### config.mk
export PLATFORM = sky130hd
export DESIGN_NAME = wdt_guard
export DESIGN_NICKNAME = d
export VERILOG_FILES = /design/src/rtl/wdt_pkg.sv /design/src/rtl/wdt_src_sel.sv /design/src/rtl/wdt_prescaler.sv /design/src/rtl/wdt_clear_pair.sv /design/src/rtl/wdt_tick_counter.sv /design/src/rtl/wdt_guard.sv
export SDC_FILE = /design/constraint.sdc
export NUM_CORES = 1
export LEC_CHECK = 0
export BUFFER_PORTS_ARGS = -buffer_cell sky130_fd_sc_hd__buf_2
export CORE_MARGIN = 3
export CORE_UTILIZATION = 53
export CTS_CLUSTER_SIZE = 40
export DETAILED_ROUTE_END_ITERATION = 6
export GPL_TIMING_DRIVEN = 0
export PLACE_DENSITY = 0.75
export SLEW_MARGIN = 20
export SYNTH_ARGS = -nofsm -noshare
export SYNTH_HDL_FRONTEND = slang
export SYNTH_SLANG_ARGS = --single-unit
### constraint.sdc
create_clock -name clk -period 1.9 [get_ports clk]
set_input_delay 0.38 -clock clk [delete_from_list [all_inputs] [get_ports clk]]
set_output_delay 0.38 -clock clk [all_outputs]
set_load 0.05 [all_outputs]
### src/rtl/wdt_pkg.sv
package wdt_pkg;
  typedef enum logic [1:0] {
    SRC_RC    = 2'd0,
    SRC_INSTR = 2'd1,
    SRC_OFF_A = 2'd2,
    SRC_OFF_B = 2'd3
  } wdt_src_e;
endpackage

### src/rtl/wdt_src_sel.sv
module wdt_src_sel
  import wdt_pkg::*;
(
  input  logic [1:0] sel_i,
  input  logic       rc_tick_i,
  input  logic       instr_tick_i,
  output logic       tick_o
);
  always_comb begin
    unique case (wdt_src_e'(sel_i))
      SRC_RC:    tick_o = rc_tick_i;
      SRC_INSTR: tick_o = instr_tick_i;
      default:   tick_o = 1'b0;
    endcase
  end
endmodule

### src/rtl/wdt_prescaler.sv
module wdt_prescaler #(
  parameter int RATIO_W = 3
) (
  input  logic               clk,
  input  logic               rst,
  input  logic               clr_i,
  input  logic               tick_i,
  input  logic [RATIO_W-1:0] ratio_i,
  output logic               tick_o
);
  localparam int PS_W = (1 << RATIO_W) - 1;

  logic [PS_W-1:0] ps_q;
  logic [PS_W-1:0] mask;

  for (genvar i = 0; i < PS_W; i++) begin : g_mask
    assign mask[i] = (RATIO_W'(i) < ratio_i);
  end

  assign tick_o = tick_i && ((ps_q & mask) == mask);

  always_ff @(posedge clk) begin
    if (rst || clr_i) ps_q <= '0;
    else if (tick_i)  ps_q <= ps_q + 1'b1;
  end

  AST_RATIO_ONE_PASS: assert property (@(posedge clk) disable iff (rst)
    (ratio_i == '0 && tick_i) |-> tick_o);
  AST_PS_HOLD: assert property (@(posedge clk) disable iff (rst)
    (!tick_i && !clr_i) |=> $stable(ps_q));
endmodule

### src/rtl/wdt_clear_pair.sv
module wdt_clear_pair (
  input  logic clk,
  input  logic rst,
  input  logic dual_i,
  input  logic clr_single_i,
  input  logic clr_a_i,
  input  logic clr_b_i,
  output logic accept_o
);
  logic seen_a_q, seen_b_q;
  logic pair_done;

  assign pair_done = (clr_a_i || seen_a_q) && (clr_b_i || seen_b_q);
  assign accept_o  = dual_i ? pair_done : clr_single_i;

  always_ff @(posedge clk) begin
    if (rst || !dual_i || pair_done) begin
      seen_a_q <= 1'b0;
      seen_b_q <= 1'b0;
    end else begin
      if (clr_a_i) seen_a_q <= 1'b1;
      if (clr_b_i) seen_b_q <= 1'b1;
    end
  end

  AST_SINGLE_ONLY: assert property (@(posedge clk) disable iff (rst)
    (!dual_i && !clr_single_i) |-> !accept_o);
  AST_PAIR_NEEDS_B: assert property (@(posedge clk) disable iff (rst)
    (dual_i && !clr_b_i && !seen_b_q) |-> !accept_o);
endmodule

### src/rtl/wdt_tick_counter.sv
module wdt_tick_counter #(
  parameter int CNT_W = 8
) (
  input  logic clk,
  input  logic rst,
  input  logic clr_i,
  input  logic tick_i,
  output logic ovf_o
);
  logic [CNT_W-1:0] cnt_q;

  assign ovf_o = tick_i && (&cnt_q) && !clr_i;

  always_ff @(posedge clk) begin
    if (rst || clr_i) cnt_q <= '0;
    else if (tick_i)  cnt_q <= cnt_q + 1'b1;
  end

  AST_CNT_HOLD: assert property (@(posedge clk) disable iff (rst)
    (!tick_i && !clr_i) |=> $stable(cnt_q));
  AST_CLR_ZERO: assert property (@(posedge clk) disable iff (rst)
    clr_i |=> (cnt_q == '0));
endmodule

### src/rtl/wdt_guard.sv
module wdt_guard #(
  parameter int CNT_W   = 8,
  parameter int RATIO_W = 3
) (
  input  logic               clk,
  input  logic               rst,
  input  logic [1:0]         src_sel_i,
  input  logic               rc_tick_i,
  input  logic               instr_tick_i,
  input  logic               dual_clear_i,
  input  logic               clr_single_i,
  input  logic               clr_a_i,
  input  logic               clr_b_i,
  input  logic               halt_i,
  input  logic [RATIO_W-1:0] ratio_i,
  output logic               wdt_rst_o,
  output logic               to_o,
  output logic               pdf_o
);
  logic src_tick, pre_tick, accept, ovf;

  wdt_src_sel u_src (
    .sel_i(src_sel_i), .rc_tick_i(rc_tick_i),
    .instr_tick_i(instr_tick_i), .tick_o(src_tick)
  );

  wdt_prescaler #(.RATIO_W(RATIO_W)) u_ps (
    .clk(clk), .rst(rst), .clr_i(accept), .tick_i(src_tick),
    .ratio_i(ratio_i), .tick_o(pre_tick)
  );

  wdt_clear_pair u_pair (
    .clk(clk), .rst(rst), .dual_i(dual_clear_i),
    .clr_single_i(clr_single_i), .clr_a_i(clr_a_i), .clr_b_i(clr_b_i),
    .accept_o(accept)
  );

  wdt_tick_counter #(.CNT_W(CNT_W)) u_cnt (
    .clk(clk), .rst(rst), .clr_i(accept), .tick_i(pre_tick), .ovf_o(ovf)
  );

  always_ff @(posedge clk) begin
    if (rst) begin
      wdt_rst_o <= 1'b0;
      to_o      <= 1'b0;
      pdf_o     <= 1'b0;
    end else begin
      wdt_rst_o <= ovf;
      if (accept)   to_o <= 1'b0;
      else if (ovf) to_o <= 1'b1;
      if (halt_i)      pdf_o <= 1'b1;
      else if (accept) pdf_o <= 1'b0;
    end
  end

  AST_PULSE_SHORT: assert property (@(posedge clk) disable iff (rst)
    wdt_rst_o |=> !wdt_rst_o);
  AST_TO_WITH_PULSE: assert property (@(posedge clk) disable iff (rst)
    wdt_rst_o |-> to_o);
  AST_CLEAR_WINS: assert property (@(posedge clk) disable iff (rst)
    accept |=> (!wdt_rst_o && !to_o));
  AST_HALT_PDF: assert property (@(posedge clk) disable iff (rst)
    halt_i |=> pdf_o);
  AST_CLEAR_PDF: assert property (@(posedge clk) disable iff (rst)
    (accept && !halt_i) |=> !pdf_o);
endmodule

---- Yosys cells after proc, flatten, opt, wreduce, memory -nomap -nowiden ----
Cells that the tools add are included.
Widths: inputs -> output; s select.
storage, ports and cells
  register bits after elaboration ......... 20
  word-level logic and storage cells ...... 38
cells by class
  eq/ne operators ......................... 2
  mux-type cells .......................... 4
  bitwise operators ....................... 1
  magnitude comparators ................... 7
  reductions and logical operators ........ 15
  add/subtract/negate cells ............... 2
operator list
  kind                 count
  $lt 3x3->1 const A   3
  $add 8x1->8 const B  1
  $reduce_and 8->1     1
  $add 7x1->7 const B  1
  $and 7x7->7          1
  $eq 7x7->1           1
  $lt 1x3->1 const A   2
  $lt 2x3->1 const A   2
  $logic_or 1x1->1     5
  $logic_and 1x1->1    4
  $mux 1               3
  $eq 2x1->1 const B   1
  $logic_not 1->1      2
  $logic_not 2->1      1
  $pmux 1 s2           1
  $reduce_bool 2->1    1
  $reduce_or 2->1      1

---- Longest topological paths before layout ----
  word-level depth ........................ 6
  depth in mapped cells ................... 6
  gate-level depth less buffers ........... 5

---- Hierarchy ----
A second synthesis with hierarchy kept.
second synthesis, totals
  cells, all modules ...................... 102
  area total of the unflattened synthesis .. 894.6 um2
by module, submodules not included
  module            area an instance (um2)  instances  seq. area each (um2)  cells each
  wdt_tick_counter  355.3                   1          160.2                 40
  wdt_prescaler     347.8                   1          140.1                 41
  wdt_guard         93.8                    1          60.1                  9
  wdt_clear_pair    83.8                    1          40.0                  10
  wdt_src_sel       13.8                    1          0.0                   2

---- Worst setup path after synthesis ----
Ideal clock, no wire load.
  path kind ............................... input -> register
  start ................................... input port src_sel_i[0]
  end ..................................... register u_cnt.cnt_q[6]
  data arrival time ....................... 1.440 ns
  library setup time ...................... 0.071 ns
  stages on the path ...................... 5
  slack ................................... 0.389 ns
  required time ........................... 1.829 ns
  path through ............................ mux2i_1 -> nor2_4 -> o211ai_4 -> or4_1 -> a21oi_1
on the way
  word-level cells in the longest chain between the ends .. 3
ends and longest elaborated chain
  element                                        line                    source
  start, declared                                wdt_guard.sv:7          input logic [1:0] src_sel_i,
  $eq 2x1->1 or $logic_not 2->1 (tied branches)  wdt_src_sel.sv:10       unique case (wdt_src_e'(sel_i))
  $pmux 1 s2 (*)                                 wdt_src_sel.sv:10
  $logic_and 1x1->1 (*)                          wdt_prescaler.sv:20     assign tick_o = tick_i && ((ps_q & mask) == mask);
  end signal, assigned                           wdt_tick_counter.sv:16  else if (tick_i) cnt_q <= cnt_q + 1'b1;
  end, declared                                  wdt_tick_counter.sv:10  logic [CNT_W-1:0] cnt_q;
Every way passes the cells marked *; elsewhere a longest branch is shown, timed or not.
A chain may end at the register's enable or synchronous reset.

---- Final worst setup path ----
  start ................................... register u_ps.ps_q[2]
  end ..................................... register u_cnt.cnt_q[5]
on the way
  word-level cells in the longest chain between the ends .. 3
ends and longest elaborated chain
  element                 line                 source
  start, declared         wdt_prescaler.sv:13  logic [PS_W-1:0] ps_q;
  start signal, assigned  wdt_prescaler.sv:24  else if (tick_i) ps_q <= ps_q + 1'b1;
  $and 7x7->7             wdt_prescaler.sv:20
  $eq 7x7->1              wdt_prescaler.sv:20
  $logic_and 1x1->1       wdt_prescaler.sv:20
No other way between the ends.

==> flow_summary.toml <==
[clock_network]
clockBufferDepth = 2
clk_latency_ns = 0.30
path_clk_slew_ns = 0.12
cts_buffers = 3
cts_sinks = 20
h-tree-depth = 1
cts_resized = 0
clockRootBuffer = "clkbuf_4"
post-cts-setup-buffers = 0
holdBufCountCts = 0
cts_tree = "built"

[sta]
fmax_mhz = 599
rsz0062_at_grt = "false"
relSlewSlack_pct = 69.7
fin_crit_ns = 1.67
worst_pin_slew_ns = 0.455
finalSetupViolations = 0
maxSlewViolCount = 0
post-route-period-util_pct = 87.8
setup_tns_ns = 0
finalHoldViolations = 0
hold-worst-slack_ns = 0.257
fin_skew_ns = 0.0117

[finish]
area_delta_synth_final_pct = 16.9
antenna_cells = 0
nFillCells = 133
final_cell_mix = "dfxtp_1, buf_2, nand2_1, a21oi_1, nor2_1"
finalInstanceArea_um2 = 1120
drive_gt1_share_pct = 19.5
finalNetCount = 145
final_common_cell = "dfxtp_1"

[global_route]
grt.total_usage_pct = 17.5
grt-ovfl-total = 0
grt_pass1_wl_mm = 3.29
grt_max_degree = 13
antenna_found_initial = 0
first_global_vias = 763

[detailed_routing]
vias = 848
postRouteAntennaNets = 0
avgViaCountPerCell = 5.58
drt_first_iter_violations = 30
drcViolationCount = 0
first_pass_iters = 4
wl_per_cell_um = 12.8
wl_mm = 1.95

[floorplan]
die_h_um = 48.6
die_area_um2 = 2360
rows = 14
start_util_pct = 59.5
core_area_um2 = 1610
fp.dieW_um = 48.6
ios = 17

[setup_path]
rr_startpoint = "u_ps.ps_q[2]"
cp-end-kind = "flip-flop"
ff2ff_setup_slack_ns = 0.23
worst-r2r-cell-count = 5
critical_path_class = "reg -> reg"
cp.required_ns = 2.09
cp.arrival_ns = 1.86
r2r_end = "u_cnt.cnt_q[5]"
cp-start-kind = "flip-flop"
path_max_fanout = 10

[logic_synthesis]
syn_nets = 124
syn_area_per_cell_um2 = 8.89
ys_ff_latch = 20
ys_types = 37
synth_cells = 108
ys_warn_count = 0
netlist_area_um2 = 960
yosys.area.top_type = "dfxtp_1"
synth.top_cells.by_area = "dfxtp_1, a21oi_1, o31ai_1, or4_1, xor2_1"
yosysSeqAreaShare_pct = 41.7
synth_top_area_share_pct = 41.7

[power_and_ir_drop]
peakVddDrop_mv = 0.562
power.density_nw_per_um2 = 758
power_leakage_uw = 0.000405

[placement]
place_congestion = 0.849
io_buffer_count = 16
dp_hpwl_mm = 1.43
dpl_cell_area_um2 = 1070

[hold_path]
hold_start = "rst"
whs_endpoint = "pdf_o"
holdPathStages = 2
hp-class = "in -> reg"

[run]
max_cap_violations = 0

[status]
run_status = "finished, final reports clean"
report_power, final:
part	switching (uW)	internal, uW	total, uW	leakage [uW]
clock network	134	213	347	0.0000279
registers	3.73	424	427	0.000162
logic	48.1	27.8	75.9	0.000215
total	186	665	850	0.000405
logic make-up (layout without fill, tap and decap cells):
group                      Yosys count  after routing  share of synthesized area, %
AOI/OAI and AO/OA                   27             27                          19.4
muxes                                2              2                          2.09
DFF                                 20             20                          41.7
xor gates and xnor gates             6              6                          5.48
buffers and inverters                5             25                          2.09
and+or+nand+nor                     46             46                          26.6
adders and majority gates            2              2                          2.61
cells in the mapped netlist:
cell	number
clkbuf_1	2
or2_2	1
nand3_1	3
o31ai_1	6
and3_1	2
or4_1	5
and2_1	1
or2_0	1
nor2_4	1
ha_1	2
nor2b_1	1
nor3_1	2
o211ai_4	1
o211ai_1	1
inv_1	1
inv_2	1
and4_1	2
o22a_1	1
or3_1	1
nor4b_1	1
a21oi_1	9
o21a_1	1
o21ai_0	3
nor2_1	9
nand2b_1	2
buf_2	1
nand2_1	9
mux2i_1	2
nor4_1	1
xor2_1	4
o311ai_0	1
a22o_1	1
xnor2_1	2
o41ai_1	1
o21ai_1	2
dfxtp_1	20
nand4_1	4
metal layers:
metal	wire [um]	GRT usage (%)	part of all wire [%]	vias up
met3	138	3.99	7.1	4
met5	0	0	0	-
met4	19	7.11	0.98	0
met1	939	22.2	48	373
met2	849	28.7	44	27
li1	-	-	-	444
how the worst max path moves through the flow:
stage                       startpoint             end  slack, ns  depth (start not counted)
after floorplan           src_sel_i[0]  u_cnt.cnt_q[6]       0.39                          5
after global placement      ratio_i[1]            to_o       0.15                          7
after detailed placement  src_sel_i[0]  u_cnt.cnt_q[4]       0.11                          6
after CTS                 u_ps.ps_q[0]  u_cnt.cnt_q[4]       0.24                          5
after global routing      u_ps.ps_q[0]  u_cnt.cnt_q[5]       0.11                          5
final                     u_ps.ps_q[2]  u_cnt.cnt_q[5]       0.23                          5
through the flow:
stage / std cells / setup WS (ns) / util, % / power (uW)
floorplan: 108 / 0.389 / - / 484
global placement: 148 / 0.149 / 66.4 / 511
detailed placement: 148 / 0.109 / 66.4 / 513
CTS: 152 / 0.236 / 69.6 / 859
global route: 152 / 0.107 / 69.6 / 893
finish: 152 / 0.232 / 69.6 / 850
critical path, stage by stage (launching register included):
cell and delay, ns:
dfxtp_1 0.44, o21ai_1 0.10, a22o_1 0.33, clkbuf_1 0.26
o31ai_1 0.31, a21oi_1 0.10
registers in the layout, summed over array words and instances, names as in the netlist:
register and cells:
pdf_o 1, to_o 1, u_cnt.cnt_q 8, u_pair.seen_a_q 1, u_pair.seen_b_q 1, u_ps.ps_q 7
wdt_rst_o 1
layout make-up:
cell class	instances	area (um^2)	area share, %
clock inverters	1	30.0	2.68
well taps	24	30.0	2.68
plain buffers	3	12.5	1.11
clock buffers	3	22.5	2.01
repair buffers	16	80.1	7.13
flip-flops and latches	20	400	35.7
multi-input cells	83	539	48.0
inverters	2	7.51	0.669
No activity file was read; power rests on OpenSTA's default activity.
